[src/rtl/cobs_dec_pkg.sv]
package cobs_dec_pkg;
  typedef enum logic [1:0] {
    SYM_DELIM = 2'd0,
    SYM_CODE  = 2'd1,
    SYM_DATA  = 2'd2
  } sym_kind_e;
endpackage

[src/rtl/cobs_sym_classify.sv]
module cobs_sym_classify
  import cobs_dec_pkg::*;
#(
  parameter int SYM_W = 8
) (
  input  logic [SYM_W-1:0] sym_i,
  input  logic             seg_done_i,
  output sym_kind_e        kind_o
);
  always_comb begin
    if (sym_i == '0)     kind_o = SYM_DELIM;
    else if (seg_done_i) kind_o = SYM_CODE;
    else                 kind_o = SYM_DATA;
  end
endmodule

[src/rtl/cobs_seg_tracker.sv]
module cobs_seg_tracker
  import cobs_dec_pkg::*;
#(
  parameter int SYM_W = 8
) (
  input  logic             clk_i,
  input  logic             rst_ni,
  input  logic             take_i,
  input  logic [SYM_W-1:0] sym_i,
  input  sym_kind_e        kind_i,
  output logic             seg_done_o,
  output logic             emit_o,
  output logic [SYM_W-1:0] emit_sym_o,
  output logic             close_o,
  output logic             close_err_o
);
  localparam logic [SYM_W-1:0] MAX_CODE = '1;
  localparam logic [SYM_W-1:0] ONE      = SYM_W'(1);

  logic [SYM_W-1:0] rem_q, rem_d;
  logic             long_q, long_d;   // current segment has the maximum code
  logic             zpend_q, zpend_d; // zero owed if the frame continues
  logic             frame_q, frame_d; // a code byte was seen in this frame

  assign seg_done_o = (rem_q == '0);

  always_comb begin
    rem_d       = rem_q;
    long_d      = long_q;
    zpend_d     = zpend_q;
    frame_d     = frame_q;
    emit_o      = 1'b0;
    emit_sym_o  = '0;
    close_o     = 1'b0;
    close_err_o = 1'b0;
    if (take_i) begin
      unique case (kind_i)
        SYM_DELIM: begin
          close_o     = frame_q;
          close_err_o = frame_q && (rem_q != '0);
          rem_d       = '0;
          long_d      = 1'b0;
          zpend_d     = 1'b0;
          frame_d     = 1'b0;
        end
        SYM_CODE: begin
          emit_o  = zpend_q; // owed zero becomes data now
          rem_d   = sym_i - ONE;
          long_d  = (sym_i == MAX_CODE);
          zpend_d = (sym_i == ONE);
          frame_d = 1'b1;
        end
        default: begin
          emit_o     = 1'b1;
          emit_sym_o = sym_i;
          rem_d      = rem_q - ONE;
          if (rem_q == ONE) zpend_d = !long_q;
        end
      endcase
    end
  end

  always_ff @(posedge clk_i or negedge rst_ni) begin
    if (!rst_ni) begin
      rem_q   <= '0;
      long_q  <= 1'b0;
      zpend_q <= 1'b0;
      frame_q <= 1'b0;
    end else begin
      rem_q   <= rem_d;
      long_q  <= long_d;
      zpend_q <= zpend_d;
      frame_q <= frame_d;
    end
  end
endmodule

[src/rtl/cobs_out_stage.sv]
module cobs_out_stage #(
  parameter int SYM_W = 8
) (
  input  logic             clk_i,
  input  logic             rst_ni,
  input  logic             emit_i,
  input  logic [SYM_W-1:0] emit_sym_i,
  input  logic             close_i,
  input  logic             close_err_i,
  input  logic             out_ready_i,
  output logic             free_o,
  output logic             out_valid_o,
  output logic [SYM_W-1:0] out_data_o,
  output logic             out_last_o,
  output logic             out_err_o
);
  logic             hold_v_q;
  logic [SYM_W-1:0] hold_q;
  logic             load;
  logic [SYM_W-1:0] load_data;
  logic             load_last;
  logic             load_err;

  assign free_o = !out_valid_o || out_ready_i;

  always_comb begin
    load      = 1'b0;
    load_data = hold_q;
    load_last = 1'b0;
    load_err  = 1'b0;
    if (emit_i) begin
      load = hold_v_q;
    end else if (close_i) begin
      load      = hold_v_q || close_err_i;
      load_data = hold_v_q ? hold_q : '0;
      load_last = 1'b1;
      load_err  = close_err_i;
    end
  end

  always_ff @(posedge clk_i or negedge rst_ni) begin
    if (!rst_ni) begin
      hold_v_q    <= 1'b0;
      hold_q      <= '0;
      out_valid_o <= 1'b0;
      out_data_o  <= '0;
      out_last_o  <= 1'b0;
      out_err_o   <= 1'b0;
    end else begin
      if (out_valid_o && out_ready_i) out_valid_o <= 1'b0;
      if (load) begin
        out_valid_o <= 1'b1;
        out_data_o  <= load_data;
        out_last_o  <= load_last;
        out_err_o   <= load_err;
      end
      if (emit_i) begin
        hold_v_q <= 1'b1;
        hold_q   <= emit_sym_i;
      end else if (close_i) begin
        hold_v_q <= 1'b0;
      end
    end
  end
endmodule

[src/rtl/cobs_frame_decoder.sv]
module cobs_frame_decoder
  import cobs_dec_pkg::*;
#(
  parameter int SYM_W = 8
) (
  input  logic             clk_i,
  input  logic             rst_ni,
  input  logic [SYM_W-1:0] in_data_i,
  input  logic             in_valid_i,
  output logic             in_ready_o,
  output logic [SYM_W-1:0] out_data_o,
  output logic             out_valid_o,
  input  logic             out_ready_i,
  output logic             out_last_o,
  output logic             out_err_o
);
  sym_kind_e        kind;
  logic             seg_done;
  logic             take;
  logic             emit;
  logic [SYM_W-1:0] emit_sym;
  logic             close;
  logic             close_err;
  logic             free;

  assign in_ready_o = free;
  assign take       = in_valid_i && free;

  cobs_sym_classify #(.SYM_W(SYM_W)) u_classify (
    .sym_i      (in_data_i),
    .seg_done_i (seg_done),
    .kind_o     (kind)
  );

  cobs_seg_tracker #(.SYM_W(SYM_W)) u_tracker (
    .clk_i       (clk_i),
    .rst_ni      (rst_ni),
    .take_i      (take),
    .sym_i       (in_data_i),
    .kind_i      (kind),
    .seg_done_o  (seg_done),
    .emit_o      (emit),
    .emit_sym_o  (emit_sym),
    .close_o     (close),
    .close_err_o (close_err)
  );

  cobs_out_stage #(.SYM_W(SYM_W)) u_out (
    .clk_i       (clk_i),
    .rst_ni      (rst_ni),
    .emit_i      (emit),
    .emit_sym_i  (emit_sym),
    .close_i     (close),
    .close_err_i (close_err),
    .out_ready_i (out_ready_i),
    .free_o      (free),
    .out_valid_o (out_valid_o),
    .out_data_o  (out_data_o),
    .out_last_o  (out_last_o),
    .out_err_o   (out_err_o)
  );
endmodule

[config.mk]
export PLATFORM = sky130hd
export DESIGN_NAME = cobs_frame_decoder
export DESIGN_NICKNAME = d
export VERILOG_FILES = /design/src/rtl/cobs_dec_pkg.sv /design/src/rtl/cobs_sym_classify.sv /design/src/rtl/cobs_seg_tracker.sv /design/src/rtl/cobs_out_stage.sv /design/src/rtl/cobs_frame_decoder.sv
export SDC_FILE = /design/constraint.sdc
export NUM_CORES = 1
export LEC_CHECK = 0
export ABC_AREA = 1
export BUFFER_PORTS_ARGS = -buffer_cell sky130_fd_sc_hd__buf_4
export CORE_ASPECT_RATIO = 0.5
export CORE_MARGIN = 1.5
export CORE_UTILIZATION = 58
export CTS_CLUSTER_DIAMETER = 100
export DETAILED_ROUTE_END_ITERATION = 10
export HOLD_SLACK_MARGIN = 0.08
export PLACE_DENSITY = 0.9
export SETUP_SLACK_MARGIN = 0.3
export SYNTH_ARGS = -nofsm -noshare
export SYNTH_HDL_FRONTEND = slang
export SYNTH_SLANG_ARGS = --single-unit
[constraint.sdc]
create_clock -name clk_i -period 2.32 [get_ports clk_i]
set_clock_uncertainty 0.2 [all_clocks]
set_input_delay 0.116 -clock clk_i [delete_from_list [all_inputs] [get_ports clk_i]]
set_output_delay 0.116 -clock clk_i [all_outputs]
set_load 0.1 [all_outputs]
==> flow_metrics.tcl, run 1 <==
set metrics [dict create \
    final_nets 333 \
    initial_core_util_pct 60.51 \
    synth-edff-count 0 \
    antenna_found_initial 0 \
    antenna_left 0 \
    numCtsBuffers 5 \
    setup_viol 0 \
    period_share_pct 82.42 \
    drtIter0Drc 231 \
    die_area_sq_um 3973 \
    track_usage_pct 30.34 \
    drc_errors 0 \
    drv_cap 0 \
    hp-class "primary input to async pin" \
    vdd_ir_drop_max_mv 0.4264 \
    ys.flop_type "dfrtp_1" \
    p_leak_nw 1.413 \
    critical_path_required_ns 2.34 \
    start_kind "flop" \
    num_vias 2111 \
    die_y_microns 45.33 \
    coreArea_sq_um 3435 \
    fin_crit_ns 1.912 \
    row_count 15 \
    crit_fanout 6 \
    reg2reg_slack_ns 0.41 \
    yosysUniqueCellTypes 27 \
    avgSynthCellArea_sq_um 7.585 \
    r2r_start "u_tracker.rem_q[1]$_DFFE_PN0P_" \
    drv_slew 0 \
    cts.sinks 31 \
    ys_ff_latch 31 \
    cts_tree "done" \
    power_density_nw_per_um2 1104 \
    n_antenna_cell 0 \
    synth-seq-area-share_pct 37.33 \
    clkTransAtPathRegs_ns 0.07 \
    area_growth_pct 22.70 \
    cp-startpoint "u_tracker.rem_q[1]$_DFFE_PN0P_" \
    path_class "flop to flop" \
    rsz0062_at_grt "false" \
    place.gp.congestion 0.8912 \
    end_kind "flop" \
    grt_pass1_wl_microns 8894 \
    finalHoldViolations 0 \
    pin_count 24 \
    port_buffers 23 \
    grt_pass1_vias 1956 \
    post-dp-hpwl_microns 3347 \
    clock.fmax_mhz 523.0 \
    dieWidth_microns 87.66 \
    ys_warn_count 0 \
    setup-tns-final_ns 0 \
    drive_above_1_share_pct 20.82 \
    grt_max_degree 32 \
    syn_area_sq_um 2078 \
    worst_slew_pin_slew_ns 0.4002 \
    syn_nets 291 \
    grt_remaining_overflow 0 \
    fin_area_sq_um 2550 \
    slew_headroom_pct 73.32 \
    synthCells 274 \
    h-tree-depth 2 \
    clk_latency_ns 0.30 \
    placed_area_sq_um 2301 \
    status "finished clean" \
    wire_per_inst_microns 15.20 \
    drtPass1Iterations 5 \
    cp.arrival_ns 1.93 \
    cts-root-buf "clkbuf_8" \
    async_flop_share_pct 100.0 \
    clockBufferDepth 2 \
    drt-total-wl_microns 5594 \
    vias_per_cell 5.736 \
]
-- final timing paths --
check	to	depth (start not counted)
worst max-delay path	u_tracker.rem_q[4]$_DFFE_PN0P_	10
worst min register to register	u_out.out_last_o$_DFFE_PN0P_	2
min in group clk_i	u_tracker.rem_q[5]$_DFFE_PN0P_	8
max in group asynchronous	u_out.out_valid_o$_DFFE_PN0P_	2
worst min-delay path	u_tracker.rem_q[0]$_DFFE_PN0P_	2
worst max register to register	u_tracker.rem_q[4]$_DFFE_PN0P_	10
-- cells in the mapped netlist, types with 3 or more instances --
master / n / share of area, %
dfrtp_1: 31 / 37
ha_1: 5 / 3.0
inv_1: 25 / 4.5
nand2_1: 98 / 18
nand2_2: 5 / 1.5
nand2_4: 8 / 4.3
nand3_1: 28 / 6.7
nand3b_1: 8 / 2.9
nand4_1: 5 / 1.5
nor2_1: 18 / 3.3
nor2_4: 5 / 2.7
nor2_8: 3 / 2.9
o21ai_0: 15 / 3.6
-- sequential cells by signal (all words and copies together), names as in the netlist --
signal / cells
u_tracker.frame_q: 1
u_out.hold_q: 8
u_tracker.rem_q: 8
u_out.out_data_o: 8
u_out.out_err_o: 1
u_out.hold_v_q: 1
u_out.out_valid_o: 1
u_tracker.long_q: 1
u_tracker.zpend_q: 1
u_out.out_last_o: 1
-- cell type report --
type,instances,area [sq um]
multi-input combinational,214,1199
fill,232,884.6
sequential,31,779.5
timing repair buffer,38,317.8
inverter,26,98.84
clock buffer,7,86.33
tap,51,63.81
clock inverter,1,5.005
-- kinds of logic after synthesis --
| group | synth area share [%] |
|---|---|
| adder cells (fa/ha/maj) | 3.010 |
| buffers and inverters | 5.960 |
| XOR/XNOR | 0.8430 |
| AO/OA/AOI/OAI | 6.261 |
| flip-flops | 37.33 |
| AND/OR/NAND/NOR | 46.60 |
-- placed cells by master, fill, tap and decap left out --
master         instances
nand2_1               97
dfrtp_1               30
nand3_1               28
buf_4                 25
inv_1                 24
nor2_1                18
o21ai_0               15
dlygate4sd3_1         13
nand2_4                9
nand3b_1               8
clkbuf_8               6
nor2_4                 5
nand2_2                5
nand4_1                5
ha_1                   4
nor2_8                 3
nor2_2                 2
clkinv_2               2
o21ai_1                2
nand3_2                2
o211ai_1               2
xor2_1                 2
inv_2                  1
nand2_8                1
a21oi_1                1
o21ai_4                1
nor3_1                 1
or2_2                  1
o21ai_2                1
ha_4                   1
clkbuf_1               1
dfrtp_4                1
-- through the flow --
| step | worst slack (ns) | power, mW | hold WS, ns | cells | util [%] |
|---|---|---|---|---|---|
| global placement | 0.4610 | 2.192 | -0.1379 | 345 | 66.99 |
| detailed placement | 0.3831 | 2.247 | -0.1339 | 345 | 66.99 |
| CTS | 0.4209 | 2.712 | 0.1053 | 366 | 73.44 |
| floorplan | 0.3103 | 1.946 | -0.3796 | 274 | - |
| finish | 0.4080 | 2.815 | 0.09536 | 368 | 74.24 |
| global route | 0.3429 | 2.951 | 0.1303 | 368 | 74.24 |
-- worst max-delay path, cell delays in order (launching register included) --
cell and delay (ns):
dfrtp_1 0.39, inv_1 0.14, ha_4 0.20, nand2_4 0.09, inv_1 0.13, nand2_4 0.11, nor2_4 0.17, nand2_1 0.09
o21ai_0 0.10, nand2_1 0.11, nand2_1 0.10
-- per-layer routing --
layer	share of wire [%]	global-route usage (%)
met1	39	35.62
met4	5.6	15.87
met2	46	52.15
met5	0	0
met3	8.8	8.592
-- timing repair --
action	in CTS	in global routing
setup endpoints to repair	0	15
resized for setup	0	3
hold endpoints to repair	46	0
hold buffers	13	0
buffers inserted	0	2
-- power by group --
| part | switching, mW | internal, mW |
|---|---|---|
| sequential | 0.164 | 0.718 |
| combinational | 1.06 | 0.417 |
| clock | 0.216 | 0.239 |
(Power assumes the default switching activity.)
==> run 2, diff against run 1 <==
- ABC_AREA: 1 -> 0
- CORE_UTILIZATION: 58 -> 51
- PLACE_DENSITY: 0.9 -> 0.86
- clock period: 2.32 -> 1.7 ns (I/O delays scaled with it)
==> run 2 against run 1 <==
- the flow now finishes with violations (DRC, setup timing)
- register-to-register slack worse by 1.2 ns
- clock power increased by 57%
- core utilization increased by 24 points
- global-route usage grew 22 points
- sequential power rose by 41%
- non-clock buffer count increased by 69
- sequential cell count unchanged
- design area up 33%
- hold slack worse by 0.0014 ns
- critical path depth is the same
- worst setup slack got worse by 1.2 ns
- critical endpoint is now u_out.out_valid_o$_DFFE_PN0P_
==> flow_metrics.tcl, run 2 <==
set metrics [dict create \
    status "complete, but fails checks" \
    violations "DRC, setup timing" \
    cts-root-buf "clkbuf_8" \
    vdd_ir_drop_max_mv 1.274 \
    largest_registers "u_out.hold_q (8), u_out.out_data_o (8), u_tracker.rem_q (8)" \
    crit_fanout 5 \
    drive_above_1_share_pct 57.00 \
    synth-seq-area-share_pct 41.98 \
    grt_remaining_overflow 0 \
    power_density_nw_per_um2 1535 \
    die_y_microns 45.57 \
    initial_core_util_pct 53.51 \
    finalHoldViolations 0 \
    avgSynthCellArea_sq_um 9.676 \
    drc_errors 4 \
    ys.flop_type "dfrtp_1" \
    hp-class "primary input to flop" \
    hp-start "in_valid_i" \
    rsz0062_at_grt "true" \
    combinationalPowerShare_pct 62.5 \
    row_count 15 \
    fill_cells 38 \
    h-tree-depth 2 \
    async_flop_share_pct 100.0 \
    fin_crit_ns 2.446 \
    grt_use_met3_pct 29.17 \
    place.gp.congestion 0.8817 \
    area_growth_pct 83.07 \
    grt.busiest_layer "met2" \
    cts.sinks 31 \
    cp_common_cell "buf_6" \
    synth.most_common_cell "dfrtp_1" \
    drv_cap 0 \
    cpPeakStageDelay_ns 0.42 \
    p_leak_nw 1.452 \
    cts_tree "done" \
    cpMaxStageDelayCell "dfrtp_1" \
    syn_area_sq_um 1848 \
    setup_slack_ns -0.7464 \
    crit_path_cell_trace "inv_2 -> ha_4 -> or3b_4 -> buf_6 -> nor2_4 -> buf_6 -> buf_6 -> nor3_4 -> o21ai_1 -> nand2_1" \
    drv_slew 0 \
    drtPass1Iterations 11 \
    drtIter0Drc 431 \
    synth_top_area_share_pct 41.98 \
    start_kind "flop" \
    p_int_mw 2.611 \
    grt_max_degree 32 \
    worst_slew_pin_slew_ns 0.5636 \
    pin_count 24 \
    layout_common_cells "77 x buf_4, 30 x dfrtp_1, 21 x nor2_1, 16 x buf_6, 12 x inv_1" \
    post-dp-hpwl_microns 3866 \
    critical_path_required_ns 1.68 \
    slew_headroom_pct 62.15 \
    p_sw_mw 2.584 \
    syn_nets 208 \
    synth_common_cells "31 x dfrtp_1, 26 x nor2_1, 14 x inv_1, 13 x nand2_1, 12 x o21ai_0" \
    clockBufferDepth 2 \
    synth_area_leaders "dfrtp_1 42%, a2111oi_2 5.7%, nor2_1 5.3%, ha_1 3.4%, a22o_1 3.3%" \
    final_util_pct 97.97 \
    numCtsBuffers 5 \
    clock.fmax_mhz 408.8 \
    clk_latency_ns 0.31 \
    path_class "flop to flop" \
    met1_usage_pct 64.01 \
    grt_pass1_wl_microns 14280 \
    coreArea_sq_um 3453 \
    antenna_left 0 \
    cp.arrival_ns 2.43 \
    swShare_pct 49.75 \
    synthCells 191 \
    end_kind "flop" \
    use_met2_pct 73.28 \
    antenna_found_initial 0 \
    final_nets 316 \
    port_buffers 23 \
    track_usage_pct 52.34 \
    setup_viol 31 \
    clock_power_share_pct 13.8 \
    ys_warn_count 0 \
    wire_per_inst_microns 33.01 \
    clkTransAtPathRegs_ns 0.07 \
    ys_ff_latch 31 \
    grt_pass1_vias 2309 \
    cp-startpoint "u_tracker.rem_q[1]$_DFFE_PN0P_" \
    vias_per_cell 7.536 \
    pwr-share-seq_pct 23.8 \
    dieWidth_microns 88.13 \
    synth-edff-count 0 \
    r2r_start "u_tracker.rem_q[1]$_DFFE_PN0P_" \
    layout_commonest_cell "buf_4" \
    yosysUniqueCellTypes 47 \
    n_antenna_cell 0 \
    die_area_sq_um 4016 \
    fin_hold_ws_ns 0.09396 \
    num_vias 2645 \
    yosysTopAreaCell "dfrtp_1" \
    drt-total-wl_microns 11590 \
    period_share_pct 143.9 \
]
## run 2: cell types whose count changed in the layout (fill, tap and decap cells not counted), moves of 8 or more
| cell | before | now |
|---|---|---|
| buf_6 | 0 | 16 |
| o21ai_0 | 15 | 2 |
| buf_4 | 25 | 77 |
| inv_1 | 24 | 12 |
| nand2_1 | 97 | 7 |
| a2111oi_4 | 0 | 8 |
| nand3b_1 | 8 | 0 |
| nand3_1 | 28 | 2 |
## run 2: final cells by class
type,instances,area [sq um],share of cell area [%]
Inverter,14,52.55,1.553
Clock inverter,1,7.507,0.2219
Tap cell,51,63.81,1.886
Timing Repair Buffer,107,943.4,27.88
Multi-Input combinational cell,140,1440,42.57
Clock buffer,7,96.34,2.848
Sequential cell,31,779.5,23.04
## run 2: worst paths after layout
kind,endpoint,slack [ns],cells after the start
min reg2reg,u_out.hold_q[5]$_DFFE_PN0P_,0.35,1
max,u_out.out_valid_o$_DFFE_PN0P_,-0.75,10
min in group asynchronous,u_tracker.zpend_q$_DFFE_PN0P_,0.60,3
max in group asynchronous,u_out.out_valid_o$_DFFE_PN0P_,0.42,3
max reg2reg,u_out.out_valid_o$_DFFE_PN0P_,-0.75,10
min,u_tracker.rem_q[4]$_DFFE_PN0P_,0.09,4
## run 2: cell families after synthesis
family                     synth area share [%]
and+or+nand+nor                           22.55
muxes                                    0.5417
xor gates and xnor gates                  1.896
adders and majority gates                 3.385
AOI/OAI and AO/OA                         24.31
buffers and inverters                     5.348
DFF                                       41.98
## run 2: power by group through the flow
stage / Clock (mW) / Combinational, mW / Sequential (mW)
after floorplan: 0 / 0.778 / 1.70
after global placement: 0 / 1.91 / 1.13
after detailed placement: 0 / 1.98 / 1.15
after CTS: 0.661 / 2.56 / 1.15
after global routing: 0.733 / 3.27 / 1.23
final: 0.715 / 3.24 / 1.24
## run 2: repair_timing
action	CTS	global route
hold buffers	9	0
setup endpoints to repair	32	33
hold endpoints to repair	43	0
gates cloned	2	0
resized for setup	58	29
buffers inserted	18	8
pin swaps	23	27
## run 2: stage by stage
step / total power [mW] / TNS (ns) / worst slack [ns] / std cells / cell area, sq um
after CTS: 4.371 / -12.44 / -0.5246 / 343 / 3186
after global placement: 3.046 / -10.92 / -0.4861 / 306 / 2537
after global routing: 5.233 / -19.73 / -0.8478 / 351 / 3383
after detailed placement: 3.131 / -13.28 / -0.5995 / 306 / 2537
final: 5.195 / -18.88 / -0.7464 / 351 / 3383
after floorplan: 2.480 / -10.47 / -0.5781 / 191 / 1992
## run 2: routing by layer
| layer | part of all wire (%) | routed length [microns] |
|---|---|---|
| met1 | 33 | 3826 |
| met2 | 38 | 4458 |
| met3 | 17 | 1950 |
| met4 | 11 | 1286 |
| met5 | 0.56 | 65 |
## run 2: critical path, delay by kind of cell, from the launching register on
kind	cells	cell delay (ns)
flip-flops	1	0.42
AND/OR/NAND/NOR	4	0.81
adder cells (fa/ha/maj)	1	0.15
buffers and inverters	4	0.53
AO/OA/AOI/OAI	1	0.22
